===== src/rtl/sdr_seq_pkg.sv =====
package sdr_seq_pkg;

    typedef enum logic [3:0] {
        ST_CLKSTOP = 4'd0,
        ST_SELFREF = 4'd1,
        ST_PWRDN   = 4'd2,
        ST_PDX     = 4'd3,
        ST_NOP     = 4'd4,
        ST_PALL    = 4'd5,
        ST_CBR     = 4'd6,
        ST_MRS     = 4'd7,
        ST_WAIT    = 4'd8
    } seq_state_e;

    localparam logic [1:0] SEL_REFCTL  = 2'd0;
    localparam logic [1:0] SEL_CONFIG  = 2'd1;
    localparam logic [1:0] SEL_MODESET = 2'd2;

    // refresh-control step bits, above the 12-bit interval field
    localparam int RUN_BIT = 12;
    localparam int SRX_BIT = 13;
    localparam int CKE_BIT = 14;

    localparam logic [3:0] MRD_CYC = 4'd2;

    function automatic logic [2:0] cas_lat(input logic [1:0] tc);
        return tc[1] ? 3'd3 : 3'd2;
    endfunction

    function automatic logic [3:0] t_rp(input logic [1:0] tc);
        return {2'b00, tc} + 4'd1;
    endfunction

    function automatic logic [3:0] t_rc(input logic [1:0] tc);
        return 4'd4 + {2'b00, tc} + {2'b00, tc} + {2'b00, tc};
    endfunction

endpackage


===== src/rtl/sdr_seq_fsm.sv =====
module sdr_seq_fsm
    import sdr_seq_pkg::*;
#(
    parameter int NPAIR  = 2,
    parameter int IVAL_W = 12,
    parameter int DATA_W = 32,
    localparam int PAIR_W = (NPAIR > 1) ? $clog2(NPAIR) : 1
) (
    input  logic              clk,
    input  logic              rst_n,
    input  logic              wr_en,
    input  logic [1:0]        wr_sel,
    input  logic [DATA_W-1:0] wr_data,
    input  logic              acc_req,
    input  logic [PAIR_W-1:0] acc_pair,
    output seq_state_e        state_o,
    output logic [PAIR_W-1:0] pair_o,
    output logic [1:0]        tc_o,
    output logic [IVAL_W-1:0] ival_o,
    output logic              run_o
);

    localparam int TC_LSB = 8 * NPAIR;

    typedef struct packed {
        seq_state_e               st;
        seq_state_e               after;
        logic [3:0]               cnt;
        logic [PAIR_W-1:0]        pair;
        logic                     first;
        logic [IVAL_W-1:0]        ival;
        logic [NPAIR-1:0][1:0]    en;
        logic [1:0]               tc;
    } fsm_t;

    localparam fsm_t FSM_RST = '{
        st: ST_CLKSTOP, after: ST_NOP, cnt: '0, pair: '0,
        first: 1'b0, ival: '0, en: '0, tc: '0
    };

    fsm_t q, d;

    logic [PAIR_W-1:0] first_p, next_p;
    logic              next_ok, acc_hit, any_en;
    logic              is_ref, is_cfg, is_mrs;
    logic [IVAL_W-1:0] ival_f;
    logic              unused_wr;

    assign unused_wr = ^wr_data;
    assign is_ref    = wr_en && (wr_sel == SEL_REFCTL);
    assign is_cfg    = wr_en && (wr_sel == SEL_CONFIG);
    assign is_mrs    = wr_en && (wr_sel == SEL_MODESET);
    assign ival_f    = wr_data[IVAL_W-1:0];
    assign any_en    = |q.en;

    function automatic fsm_t go_to(fsm_t s, logic [3:0] len, seq_state_e tgt);
        fsm_t r;
        r = s;
        if (len <= 4'd1) begin
            r.st = tgt;
        end else begin
            r.st    = ST_WAIT;
            r.cnt   = len - 4'd2;
            r.after = tgt;
        end
        return r;
    endfunction

    // pair search: lowest enabled, next enabled above current, access target
    always_comb begin
        first_p = '0;
        next_p  = '0;
        next_ok = 1'b0;
        acc_hit = 1'b0;
        for (int p = NPAIR - 1; p >= 0; p--) begin
            if (|q.en[p]) first_p = PAIR_W'(p);
            if ((|q.en[p]) && (PAIR_W'(p) > q.pair)) begin
                next_p  = PAIR_W'(p);
                next_ok = 1'b1;
            end
            if ((acc_pair == PAIR_W'(p)) && !(|q.en[p])) acc_hit = 1'b1;
        end
    end

    always_comb begin
        d = q;
        if (is_ref && (ival_f != '0)) begin
            d.ival = ival_f;
            case (q.st)
                ST_CLKSTOP: if (wr_data[RUN_BIT]) d.st = ST_SELFREF;
                ST_SELFREF: if (wr_data[SRX_BIT]) d.st = ST_PWRDN;
                ST_PWRDN:   if (wr_data[CKE_BIT]) d.st = ST_PDX;
                default: ;
            endcase
        end
        case (q.st)
            ST_PDX: d.st = ST_NOP;
            ST_NOP: begin
                if (is_cfg) begin
                    for (int p = 0; p < NPAIR; p++) d.en[p] = wr_data[8*p +: 2];
                    d.tc = wr_data[TC_LSB +: 2];
                end else if (is_mrs) begin
                    if (any_en) begin
                        d.pair = first_p;
                        d.st   = ST_MRS;
                    end
                end else if (!wr_en && acc_req && acc_hit) begin
                    if (!q.first) begin
                        d.first = 1'b1;
                        d.st    = ST_PALL;
                    end else begin
                        d.st = ST_CBR;
                    end
                end
            end
            ST_PALL: d = go_to(d, t_rp(q.tc), ST_CBR);
            ST_CBR:  d = go_to(d, t_rc(q.tc), ST_NOP);
            ST_MRS: begin
                if (next_ok) begin
                    d.pair = next_p;
                    d = go_to(d, MRD_CYC, ST_MRS);
                end else begin
                    d = go_to(d, MRD_CYC, ST_NOP);
                end
            end
            ST_WAIT: begin
                if (q.cnt == '0) d.st = q.after;
                else             d.cnt = q.cnt - 4'd1;
            end
            default: ;
        endcase
    end

    always_ff @(posedge clk or negedge rst_n) begin
        if (!rst_n) q <= FSM_RST;
        else        q <= d;
    end

    assign state_o = q.st;
    assign pair_o  = q.pair;
    assign tc_o    = q.tc;
    assign ival_o  = q.ival;
    assign run_o   = (q.st >= ST_NOP) && any_en;

endmodule


===== src/rtl/sdr_cmd_enc.sv =====
module sdr_cmd_enc
    import sdr_seq_pkg::*;
#(
    parameter int NPAIR  = 2,
    parameter int ADDR_W = 13,
    localparam int PAIR_W = (NPAIR > 1) ? $clog2(NPAIR) : 1
) (
    input  seq_state_e        st,
    input  logic [PAIR_W-1:0] pair,
    input  logic [1:0]        tc,
    output logic              cke,
    output logic [NPAIR-1:0]  cs_n,
    output logic              ras_n,
    output logic              cas_n,
    output logic              we_n,
    output logic [ADDR_W-1:0] addr
);

    always_comb begin
        cke   = 1'b1;
        cs_n  = '0;
        ras_n = 1'b1;
        cas_n = 1'b1;
        we_n  = 1'b1;
        addr  = '0;
        case (st)
            ST_CLKSTOP, ST_SELFREF, ST_PWRDN: begin
                cke  = 1'b0;
                cs_n = '1;
            end
            ST_PALL: begin
                ras_n    = 1'b0;
                we_n     = 1'b0;
                addr[10] = 1'b1;
            end
            ST_CBR: begin
                ras_n = 1'b0;
                cas_n = 1'b0;
            end
            ST_MRS: begin
                ras_n = 1'b0;
                cas_n = 1'b0;
                we_n  = 1'b0;
                for (int p = 0; p < NPAIR; p++) cs_n[p] = (pair != PAIR_W'(p));
                addr[6:4] = cas_lat(tc);
                addr[3]   = 1'b0;
                addr[2:0] = 3'b010;
            end
            default: ;
        endcase
    end

endmodule


===== src/rtl/sdr_ref_timer.sv =====
module sdr_ref_timer #(
    parameter int IVAL_W = 12
) (
    input  logic              clk,
    input  logic              rst_n,
    input  logic              run,
    input  logic [IVAL_W-1:0] ival,
    output logic              tick
);

    logic [IVAL_W-1:0] cnt_d, cnt_q;

    always_comb begin
        tick  = 1'b0;
        cnt_d = cnt_q;
        if (!run) begin
            cnt_d = ival;
        end else if (cnt_q <= IVAL_W'(1)) begin
            tick  = 1'b1;
            cnt_d = ival;
        end else begin
            cnt_d = cnt_q - IVAL_W'(1);
        end
    end

    always_ff @(posedge clk or negedge rst_n) begin
        if (!rst_n) cnt_q <= '0;
        else        cnt_q <= cnt_d;
    end

endmodule


===== src/rtl/sdram_pwrup_seq.sv =====
module sdram_pwrup_seq
    import sdr_seq_pkg::*;
#(
    parameter int NPAIR  = 2,
    parameter int ADDR_W = 13,
    parameter int IVAL_W = 12,
    parameter int DATA_W = 32,
    localparam int PAIR_W = (NPAIR > 1) ? $clog2(NPAIR) : 1
) (
    input  logic              clk,
    input  logic              rst_n,
    input  logic              wr_en,
    input  logic [1:0]        wr_sel,
    input  logic [DATA_W-1:0] wr_data,
    input  logic              acc_req,
    input  logic [PAIR_W-1:0] acc_pair,
    output logic              sd_cke,
    output logic [NPAIR-1:0]  sd_cs_n,
    output logic              sd_ras_n,
    output logic              sd_cas_n,
    output logic              sd_we_n,
    output logic [ADDR_W-1:0] sd_addr,
    output logic              ref_tick,
    output logic [3:0]        seq_state
);

    seq_state_e        st_w;
    logic [PAIR_W-1:0] pair_w;
    logic [1:0]        tc_w;
    logic [IVAL_W-1:0] ival_w;
    logic              run_w;

    sdr_seq_fsm #(.NPAIR(NPAIR), .IVAL_W(IVAL_W), .DATA_W(DATA_W)) u_fsm (
        .clk(clk), .rst_n(rst_n), .wr_en(wr_en), .wr_sel(wr_sel),
        .wr_data(wr_data), .acc_req(acc_req), .acc_pair(acc_pair),
        .state_o(st_w), .pair_o(pair_w), .tc_o(tc_w), .ival_o(ival_w),
        .run_o(run_w)
    );

    sdr_cmd_enc #(.NPAIR(NPAIR), .ADDR_W(ADDR_W)) u_enc (
        .st(st_w), .pair(pair_w), .tc(tc_w), .cke(sd_cke), .cs_n(sd_cs_n),
        .ras_n(sd_ras_n), .cas_n(sd_cas_n), .we_n(sd_we_n), .addr(sd_addr)
    );

    sdr_ref_timer #(.IVAL_W(IVAL_W)) u_tmr (
        .clk(clk), .rst_n(rst_n), .run(run_w), .ival(ival_w), .tick(ref_tick)
    );

    assign seq_state = st_w;

endmodule


===== config.mk =====
export PLATFORM = sky130hd
export DESIGN_NAME = sdram_pwrup_seq
export DESIGN_NICKNAME = d
export VERILOG_FILES = /design/src/rtl/sdr_seq_pkg.sv /design/src/rtl/sdr_seq_fsm.sv /design/src/rtl/sdr_cmd_enc.sv /design/src/rtl/sdr_ref_timer.sv /design/src/rtl/sdram_pwrup_seq.sv
export SDC_FILE = /design/constraint.sdc
export NUM_CORES = 1
export LEC_CHECK = 0
export BUFFER_PORTS_ARGS = -buffer_cell sky130_fd_sc_hd__buf_2
export CAP_MARGIN = 20
export CORE_ASPECT_RATIO = 2
export CORE_UTILIZATION = 53
export CTS_CLUSTER_SIZE = 28
export DETAILED_ROUTE_END_ITERATION = 7
export PLACE_DENSITY = 0.9
export SYNTH_ARGS = -nofsm -noshare
export SYNTH_HDL_FRONTEND = slang
export SYNTH_SLANG_ARGS = --single-unit
export TNS_END_PERCENT = 100

===== constraint.sdc =====
create_clock -name clk -period 2.2 [get_ports clk]
set_input_delay 0.22 -clock clk [delete_from_list [all_inputs] [get_ports clk]]
set_output_delay 0.22 -clock clk [all_outputs]
set_load 0.05 [all_outputs]

; ---- Word-level counts from Yosys, hierarchy flattened
; Index checks and enable logic that the tools add are counted.
[op_classes]
mux = 49
eq_ne = 17
order_cmp = 6
reduce_logical = 33
addsub = 8
bitwise = 5
[ops]
columns = cell, n
row1 = two-way mux 12 bit, 4
row2 = two-way mux 4 bit, 12
row3 = two-way mux 26 bit, 1
row4 = one-hot mux 4 bit (3 select lines), 2
row5 = one-hot mux 4 bit (6 select lines), 1
row6 = two-way mux 1 bit, 19
row7 = "== test 4 x 3 -> 1 bit, second input constant", 4
row8 = two-way mux 8 bit, 2
row9 = one-hot mux 4 bit (4 select lines), 1
row10 = "less-or-equal comparator 12 x 1 -> 1 bit, second input constant", 1
row11 = one-hot mux 6 bit (2 select lines), 1
row12 = nonzero test 12 bit, 1
row13 = "subtractor 12 x 1 -> 12 bit, second input constant", 1
row14 = logical AND 1 bit, 11
row15 = "!= test 2 bit, second input constant", 5
row16 = AND reduction 5 bit, 2
row17 = adder 4 x 2 -> 4 bit, 2
row18 = "== test 4 x 2 -> 1 bit, second input constant", 2
row19 = "less-or-equal comparator 4 x 1 -> 1 bit, second input constant", 2
row20 = logical NOT 4 bit, 2
row21 = one-hot mux 2 bit (2 select lines), 2
row22 = OR reduction 2 bit, 4
row23 = "subtractor 4 x 2 -> 4 bit, second input constant", 2
row24 = two-way mux 7 bit, 1
row25 = 22 further kinds, 33
[totals]
out_inout_bits = 24
input_bits = 39
ff_bits = 44

; ---- Logic depth before layout (Yosys ltp)
; Gate-level depths: netlist of run 1.
[logic_depth]
depth_word = 10
depth_mapped = 12
ltp_nobuf = 10

; ---- Hierarchy
; Synthesis of run 1 repeated with hierarchy kept, for this count alone.
[hier_totals]
hier_cells = 293
area_unflattened_um2 = 2700.1
[by_module_without_submodules]
columns = mod, n_inst, area_each_um2, cells_each
row1 = sdr_seq_fsm, 1, 1845.5, 198
row2 = sdr_ref_timer, 1, 684.4, 71
row3 = sdr_cmd_enc, 1, 170.2, 24

; ---- Least setup slack after synthesis of run 1
; OpenSTA, ideal clock, no wires.
[synth_timing]
path_kind = register to register
startpoint = register u_fsm.q, in the netlist u_fsm.state_o[3]
endpoint = register u_fsm.q[23] in the netlist's numbering
path_slack_ns = -0.162
synth_period_minus_slack_ns = 2.362
stages_incl_launch_ff = 12
n_path_buf = 2
setup_time_ns = 0.121
arrival_time_ns = 2.242
path_cell_list = dfrtp_1 -> buf_2 -> nor2b_1 -> buf_2 -> nand2_1 -> nor3_1 -> a21oi_1 -> ha_1 -> a21boi_0 -> o221ai_1 -> o21ai_0 -> a22o_1
[synth_between]
elab_chain_len = 3
word_cells_on_any_way = 10
classes_between = eq/ne: 7 / mux: 1 / reduce/logical: 2
[synth_rtl]
columns = item, line_no
row1 = "start, declared", sdr_seq_fsm.sv:41  ; fsm_t q, d;
row2 = "start signal, assigned", sdr_seq_fsm.sv:135  ; if (!rst_n) q <= FSM_RST;
row3 = "start signal, assigned", sdr_seq_fsm.sv:136  ; else q <= d;
row4 = == test 4 x 3 -> 1 bit / == test 4 bit (equally long branches), sdr_seq_fsm.sv:96  ; case (q.st)
row5 = != test 2 bit (no line) / nonzero test 4 bit (equally long branches), -
row6 = AND reduction 4 bit (no line), -
; Parallel ways exist; a longest one is shown, timed or not.
; A chain may end at the register's enable or synchronous reset.

; ---- Worst setup path after layout of run 1
[layout_timing]
startpoint = register u_fsm.q, in the netlist u_fsm.state_o[2]
endpoint = register u_fsm.q[22] in the netlist's numbering
; Same word-level chain as after synthesis.

==> impl_metrics.py, run 1 <==
metrics = {
    "run_status": {
        "outcome": "finished clean",
    },
    "critical_path": {
        "cp.required_ps": 2380,
        "worst_setup_path_end_kind": "register",
        "path_class": "register to register",
        "crit_arrival_ps": 2330,
        "crit_path_max_incr_delay_ps": 610,
        "critPathLaunchType": "register",
        "r2r_cells": 7,
        "cpMostUsedCell": "buf_4",
        "path_cells": "or4b_4, nor4b_4, buf_4, a221oi_4, buf_4, buf_4, a22o_1",
        "worstPathMaxFanout": 6,
        "cpMaxStageDelayCell": "or4b_4",
    },
    "detailed_routing": {
        "top_layer": "met4",
        "drc": 0,
        "wl_met2_um": 3510,
        "initialDrtViolationCount": 52,
        "wl_um": 5810,
        "vias": 2040,
        "viasPerCell": 5.81,
        "routedWlPerCell_um": 16.6,
        "met1_length_um": 1980,
        "dr_wl_met3_um": 169,
        "antenna_left": 0,
        "drtPass1Iterations": 4,
    },
    "pwr": {
        "p_seq_share_pct": 33.8,
        "pwr-share-comb_pct": 54.6,
        "ir_drop_v": 0.00109,
        "clkPwrFrac_pct": 11.6,
        "power_switching_share_pct": 46.7,
        "power_leakage_nw": 1.31,
        "powerDensity_nw_per_um2": 1440,
        "switching_power_mw": 1.90,
        "p_int_mw": 2.17,
    },
    "yosys": {
        "ys.warnings.count": 0,
        "synth_top_area_cell": "dfrtp_1",
        "avgSynthCellArea_um2": 9.89,
        "ys_seq_area_share_pct": 42.5,
        "syn_inst": 250,
        "netlist_top_cells_area": "dfrtp_1, ha_1, buf_4",
        "yosysTopAreaCellShare_pct": 42.5,
        "synth_edf_count": 0,
        "synth_ff_type": "dfrtp_1",
        "synth-async-reset-ratio_pct": 100,
        "ys_ff_latch": 42,
        "syn_area_um2": 2470,
        "ys_types": 53,
    },
    "timing": {
        "setup_violations": 0,
        "clock_skew_ps": 8.40,
        "finalCriticalPeriod_ps": 2150,
        "max_freq_mhz": 466,
        "final-hold-violation-count": 0,
        "hold_ws_ps": 71.3,
        "rsz0062_at_grt": "no",
        "worstMarginPinSlew_ps": 947,
        "slew_headroom_pct": 36.9,
        "slew_violations": 0,
        "tns_ps": 0,
        "fin_crit_sh_pct": 97.6,
    },
    "clock_network": {
        "htree_levels": 2,
        "cts_hold_buf": 0,
        "root_buffer": "clkbuf_8",
        "clkLatencyLatePin_ps": 290,
        "clock_path_buffers": 2,
        "cts_tree": "built",
        "cts_buffers": 5,
        "cts.sinks": 42,
        "path_clk_slew_ps": 80,
    },
    "place": {
        "gp_congestion": 0.812,
        "port_buffers": 38,
        "dp_hpwl_um": 4240,
    },
    "floorplan": {
        "rows": 34,
        "die_h_um": 98.6,
        "num_io_pins": 63,
        "initial_core_util_pct": 55.9,
        "die_area_um2": 4960,
        "die_w_um": 50.3,
        "coreArea_um2": 4420,
    },
    "final_layout": {
        "area_growth_pct": 14.7,
        "n_antenna_cell": 0,
        "layout-drive-gt1-share_pct": 27.6,
        "nNetsFinal": 345,
    },
    "grt": {
        "grt-ovfl-total": 0,
        "grt_antenna_before_repair": 0,
        "grt_pass1_vias": 2055,
        "grtUsageTotal_pct": 25.1,
        "grt_max_degree": 43,
        "grt_pass1_wl_um": 9350,
    },
    "run": {
        "cap_violations": 0,
    },
    "hold_path": {
        "hp-class": "primary input to async pin",
    },
}
## final timing paths
check	from	to	slack, ps
hold reg to reg	u_fsm.q[25]	u_fsm.q[25]	490
max in group asynchronous	rst_n	u_fsm.state_o[1]	1530
setup reg to reg	u_fsm.state_o[2]	u_fsm.q[22]	50
hold / removal	rst_n	u_tmr.cnt_q[9]	70
min in group clk	wr_data[16]	u_fsm.tc_o[0]	140
setup / recovery	u_fsm.state_o[2]	u_fsm.q[22]	50
## what timing repair did
action / 4_1_cts / 5_1_grt
setup buffers: 0 / 3
gates resized for setup: 0 / 4
setup endpoints to repair: 0 / 5
## power by group through the flow
| stage | combinational (mW) | clock [mW] | sequential (mW) |
|---|---|---|---|
| after floorplan | 1.71 | 0 | 1.31 |
| after global placement | 2.04 | 0 | 1.35 |
| after global routing | 2.44 | 0.518 | 1.41 |
| final | 2.22 | 0.472 | 1.38 |
| after CTS | 2.16 | 0.483 | 1.36 |
| after detailed placement | 2.12 | 0 | 1.38 |
## area by class of cell
cell class                      count  area [µm²]
Clock inverter                      2        10.0
Multi-Input combinational cell    181        1270
Inverter                           12        45.0
Fill cell                         358        1590
Clock buffer                        5        68.8
Sequential cell                    42        1050
Timing Repair Buffer               55         318
Tap cell                           54        67.6
## state kept, by name, indices dropped and copies added, names as in the netlist
signal / count
u_tmr.cnt_q: 12
u_fsm.tc_o: 2
u_fsm.ival_o: 12
u_fsm.state_o: 4
u_fsm.pair_o: 1
u_fsm.q: 11
## metrics by stage
stage / area [µm²] / instances / utilization [%] / power (mW) / setup WS, ps
2_1_floorplan: 2510 / 258 / - / 3.02 / -12.5
3_3_place_gp: 2720 / 341 / 61.4 / 3.39 / 170
3_5_place_dp: 2720 / 341 / 61.4 / 3.50 / 81.4
4_1_cts: 2800 / 348 / 63.2 / 4.00 / 27.3
5_1_grt: 2840 / 351 / 64.1 / 4.37 / 22.5
6_report: 2840 / 351 / 64.1 / 4.08 / 52.9
## kinds of logic after synthesis
| family | after synthesis | synth area share, % |
|---|---|---|
| buf+inv | 35 | 8.20 |
| simple gates | 79 | 17.1 |
| mux | 20 | 8.91 |
| compound gates | 55 | 15.4 |
| flops | 42 | 42.5 |
| other cells | 1 | 0.152 |
| xor+xnor | 9 | 3.19 |
| fa+ha+maj | 9 | 4.55 |
## metal layers
metal	vias up	GRT usage [%]
li1	962	-
met1	1004	24.4
met2	58	49.3
met3	16	3.55
met4	0	10.7
met5	-	0
## Yosys cell counts, types with 2 or more instances
cell,number
clkbuf_1,4
nand2b_1,3
a21o_1,2
o32ai_1,2
o21a_1,2
mux2_1,9
nand2_1,17
nor2_1,25
nor4_1,6
ha_1,9
o21ai_0,11
a21oi_1,14
buf_4,14
nor2b_1,2
buf_2,3
o21ai_1,3
buf_6,2
dfrtp_1,42
nand3_1,3
mux2_2,7
nor3b_1,4
nor3_1,5
xnor2_1,8
or4_1,3
mux2i_1,4
o31ai_1,2
a22o_1,3
or3_1,3
inv_1,12
a31oi_1,3
## layout by cell type (no fill, tap or decap), drive strengths merged, types with 2 or more instances in the layout
cell	instances
o21ai	15
ha	9
dfrtp	42
nor4	6
a22o	3
a21oi	14
nand3	3
nand2b	3
mux2	16
or4	3
o21a	2
nor2b	2
inv	12
nand2	17
a21o	2
nor2	25
o221ai	2
or3	3
clkinv	2
buf	55
o31ai	2
clkbuf	5
xnor2	8
a31oi	3
conb	9
nor3b	4
o32ai	2
mux2i	4
nor3	5
## worst max-delay path, delay by kind of cell (launching register included)
kind | cells | cell delay, ps
and+or+nand+nor | 2 | 880
buffers and inverters | 3 | 500
DFF | 1 | 420
AOI/OAI and AO/OA | 2 | 230
(Power assumes the default switching activity.)
==> run 2: changes to the inputs <==
==> constraint.sdc (replaced) <==
create_clock -name clk -period 2.2 [get_ports clk]
set_input_delay 0.33 -clock clk [delete_from_list [all_inputs] [get_ports clk]]
set_output_delay 0.33 -clock clk [all_outputs]
set_load 0.05 [all_outputs]
==> impl_metrics.py, run 2 (synthesis gave the netlist of run 1 again) <==
metrics = {
    "run_status": {
        "outcome": "finished clean",
    },
    "grt": {
        "grt_pass1_vias": 2095,
        "gr-usage-met2_pct": 48.0,
        "grt-ovfl-total": 0,
        "grt_max_degree": 19,
        "use_met1_pct": 22.1,
        "grt_pass1_wl_um": 9150,
        "grt_antenna_before_repair": 0,
        "grtUsageTotal_pct": 24.7,
        "grt_busiest_layer": "met2",
        "grtUsageMet3_pct": 4.17,
    },
    "critical_path": {
        "crit_arrival_ps": 2270,
        "crit_path_max_incr_delay_ps": 670,
        "path_class": "register to register",
        "crit_buf_inv": 1,
        "worst_setup_path_end_kind": "register",
        "critPathTopFamily": "simple AND/OR/NAND/NOR gates",
        "r2r_cells": 6,
        "r2r-start": "u_fsm.state_o[2]",
        "critPathLaunchType": "register",
        "ff2ff_setup_slack_ps": 100,
        "cp.required_ps": 2370,
        "worstPathMaxFanout": 11,
        "r2r_end": "u_fsm.state_o[0]",
        "cpMaxStageDelayCell": "or4b_4",
        "path_cells": "or4b_4, nor4b_4, buf_4, nor2_1, a211oi_1, o21ai_1",
    },
    "timing": {
        "tns_ps": 0,
        "worstMarginPinSlew_ps": 588,
        "slew_violations": 0,
        "rsz0062_at_grt": "no",
        "fin_crit_sh_pct": 95.3,
        "slew_headroom_pct": 60.8,
        "final-hold-violation-count": 0,
        "max_freq_mhz": 477,
        "finalCriticalPeriod_ps": 2100,
        "setup_violations": 0,
        "clock_skew_ps": 9.23,
    },
    "hold_path": {
        "holdPathEnd": "u_fsm.tc_o[0]",
        "hp-class": "primary input to register",
        "holdPathStages": 3,
        "hp-start": "wr_data[16]",
    },
    "detailed_routing": {
        "wl_um": 5720,
        "viasPerCell": 5.85,
        "drc": 0,
        "routedWlPerCell_um": 16.3,
        "drtPass1Iterations": 8,
        "antenna_left": 0,
        "vias": 2055,
        "initialDrtViolationCount": 58,
    },
    "final_layout": {
        "area_growth_pct": 17.8,
        "multi_input_area_um2": 1290,
        "final_cell_mix": "dfrtp_1, buf_2, nor2_1",
        "post-route-util_pct": 65.8,
        "finalNonFillerCells": 351,
        "nNetsFinal": 344,
        "layout_commonest_cell": "dfrtp_1",
        "fill_cells": 361,
        "n_antenna_cell": 0,
        "layout-drive-gt1-share_pct": 27.6,
        "seqCellArea_um2": 1050,
        "fin_area_um2": 2910,
    },
    "clock_network": {
        "clock_path_buffers": 2,
        "cts_tree": "built",
        "cts.sinks": 42,
        "cts_setup_buffers": 0,
        "cts_buffers": 5,
        "path_clk_slew_ps": 80,
        "clkLatencyLatePin_ps": 300,
        "htree_levels": 2,
        "root_buffer": "clkbuf_8",
    },
    "place": {
        "dp.cells": 341,
        "port_buffers": 38,
        "postPlaceCellArea_um2": 2720,
        "gp_congestion": 0.832,
        "dp_hpwl_um": 4340,
    },
    "run": {
        "cap_violations": 0,
    },
    "floorplan": {
        "initial_core_util_pct": 55.9,
        "coreArea_um2": 4420,
        "rows": 34,
        "num_io_pins": 63,
        "die_w_um": 50.3,
        "die_area_um2": 4960,
        "die_h_um": 98.6,
    },
    "pwr": {
        "powerDensity_nw_per_um2": 1490,
        "power_leakage_nw": 1.32,
        "total_power_mw": 4.34,
        "ir_drop_v": 0.00110,
    },
}
## run 2: per-layer routing
metal  share of wire, %  up-vias
met5                  0        -
li1                   -      965
met3                2.6       19
met1                 36     1017
met4                3.8        0
met2                 58       54
## run 2: worst register-to-register path, cell delays in order, from the launching register on
cell	delay, ps
dfrtp_2	450
or4b_4	670
nor4b_4	290
buf_4	200
nor2_1	70
a211oi_1	180
o21ai_1	110
## run 2: worst max-delay path by stage
| stage | start | end | cells after the start |
|---|---|---|---|
| after floorplan | u_fsm.state_o[3] | u_fsm.q[23] | 11 |
| after global placement | u_fsm.tc_o[0] | u_fsm.q[22] | 7 |
| after detailed placement | u_fsm.tc_o[0] | u_fsm.q[22] | 7 |
| after CTS | u_tmr.cnt_q[6] | ref_tick | 5 |
| after global routing | u_tmr.cnt_q[0] | ref_tick | 7 |
| final | u_fsm.state_o[2] | u_fsm.state_o[0] | 6 |
## run 2: stage by stage
step,hold WS [ps],worst slack [ps]
3_5_place_dp,252,115
2_1_floorplan,34.4,-12.5
4_1_cts,241,6.93
3_3_place_gp,243,149
6_report,242,104
5_1_grt,243,3.95
## run 2: timing repair
| item | CTS | global route |
|---|---|---|
| pin swaps | 0 | 1 |
| hold buffers | 1 | 0 |
| setup endpoints to repair | 6 | 10 |
| cloned | 0 | 1 |
| resized for setup | 3 | 5 |
| hold endpoints to repair | 13 | 0 |
## run 2: cell type report
| class | instances | share of cell area [%] |
|---|---|---|
| repair buffers | 53 | 10.8 |
| well taps | 54 | 2.32 |
| clock buffers | 6 | 2.84 |
| clock inverters | 2 | 2.06 |
| inverters | 12 | 1.55 |
| multi-input cells | 182 | 44.3 |
| flip-flops and latches | 42 | 36.1 |
## run 2: where the power goes
| group | internal (mW) | switching [mW] | leakage, nW |
|---|---|---|---|
| clock network | 0.484 | 0.275 | 0.0714 |
| logic | 0.847 | 1.35 | 0.757 |
| registers | 1.09 | 0.290 | 0.496 |
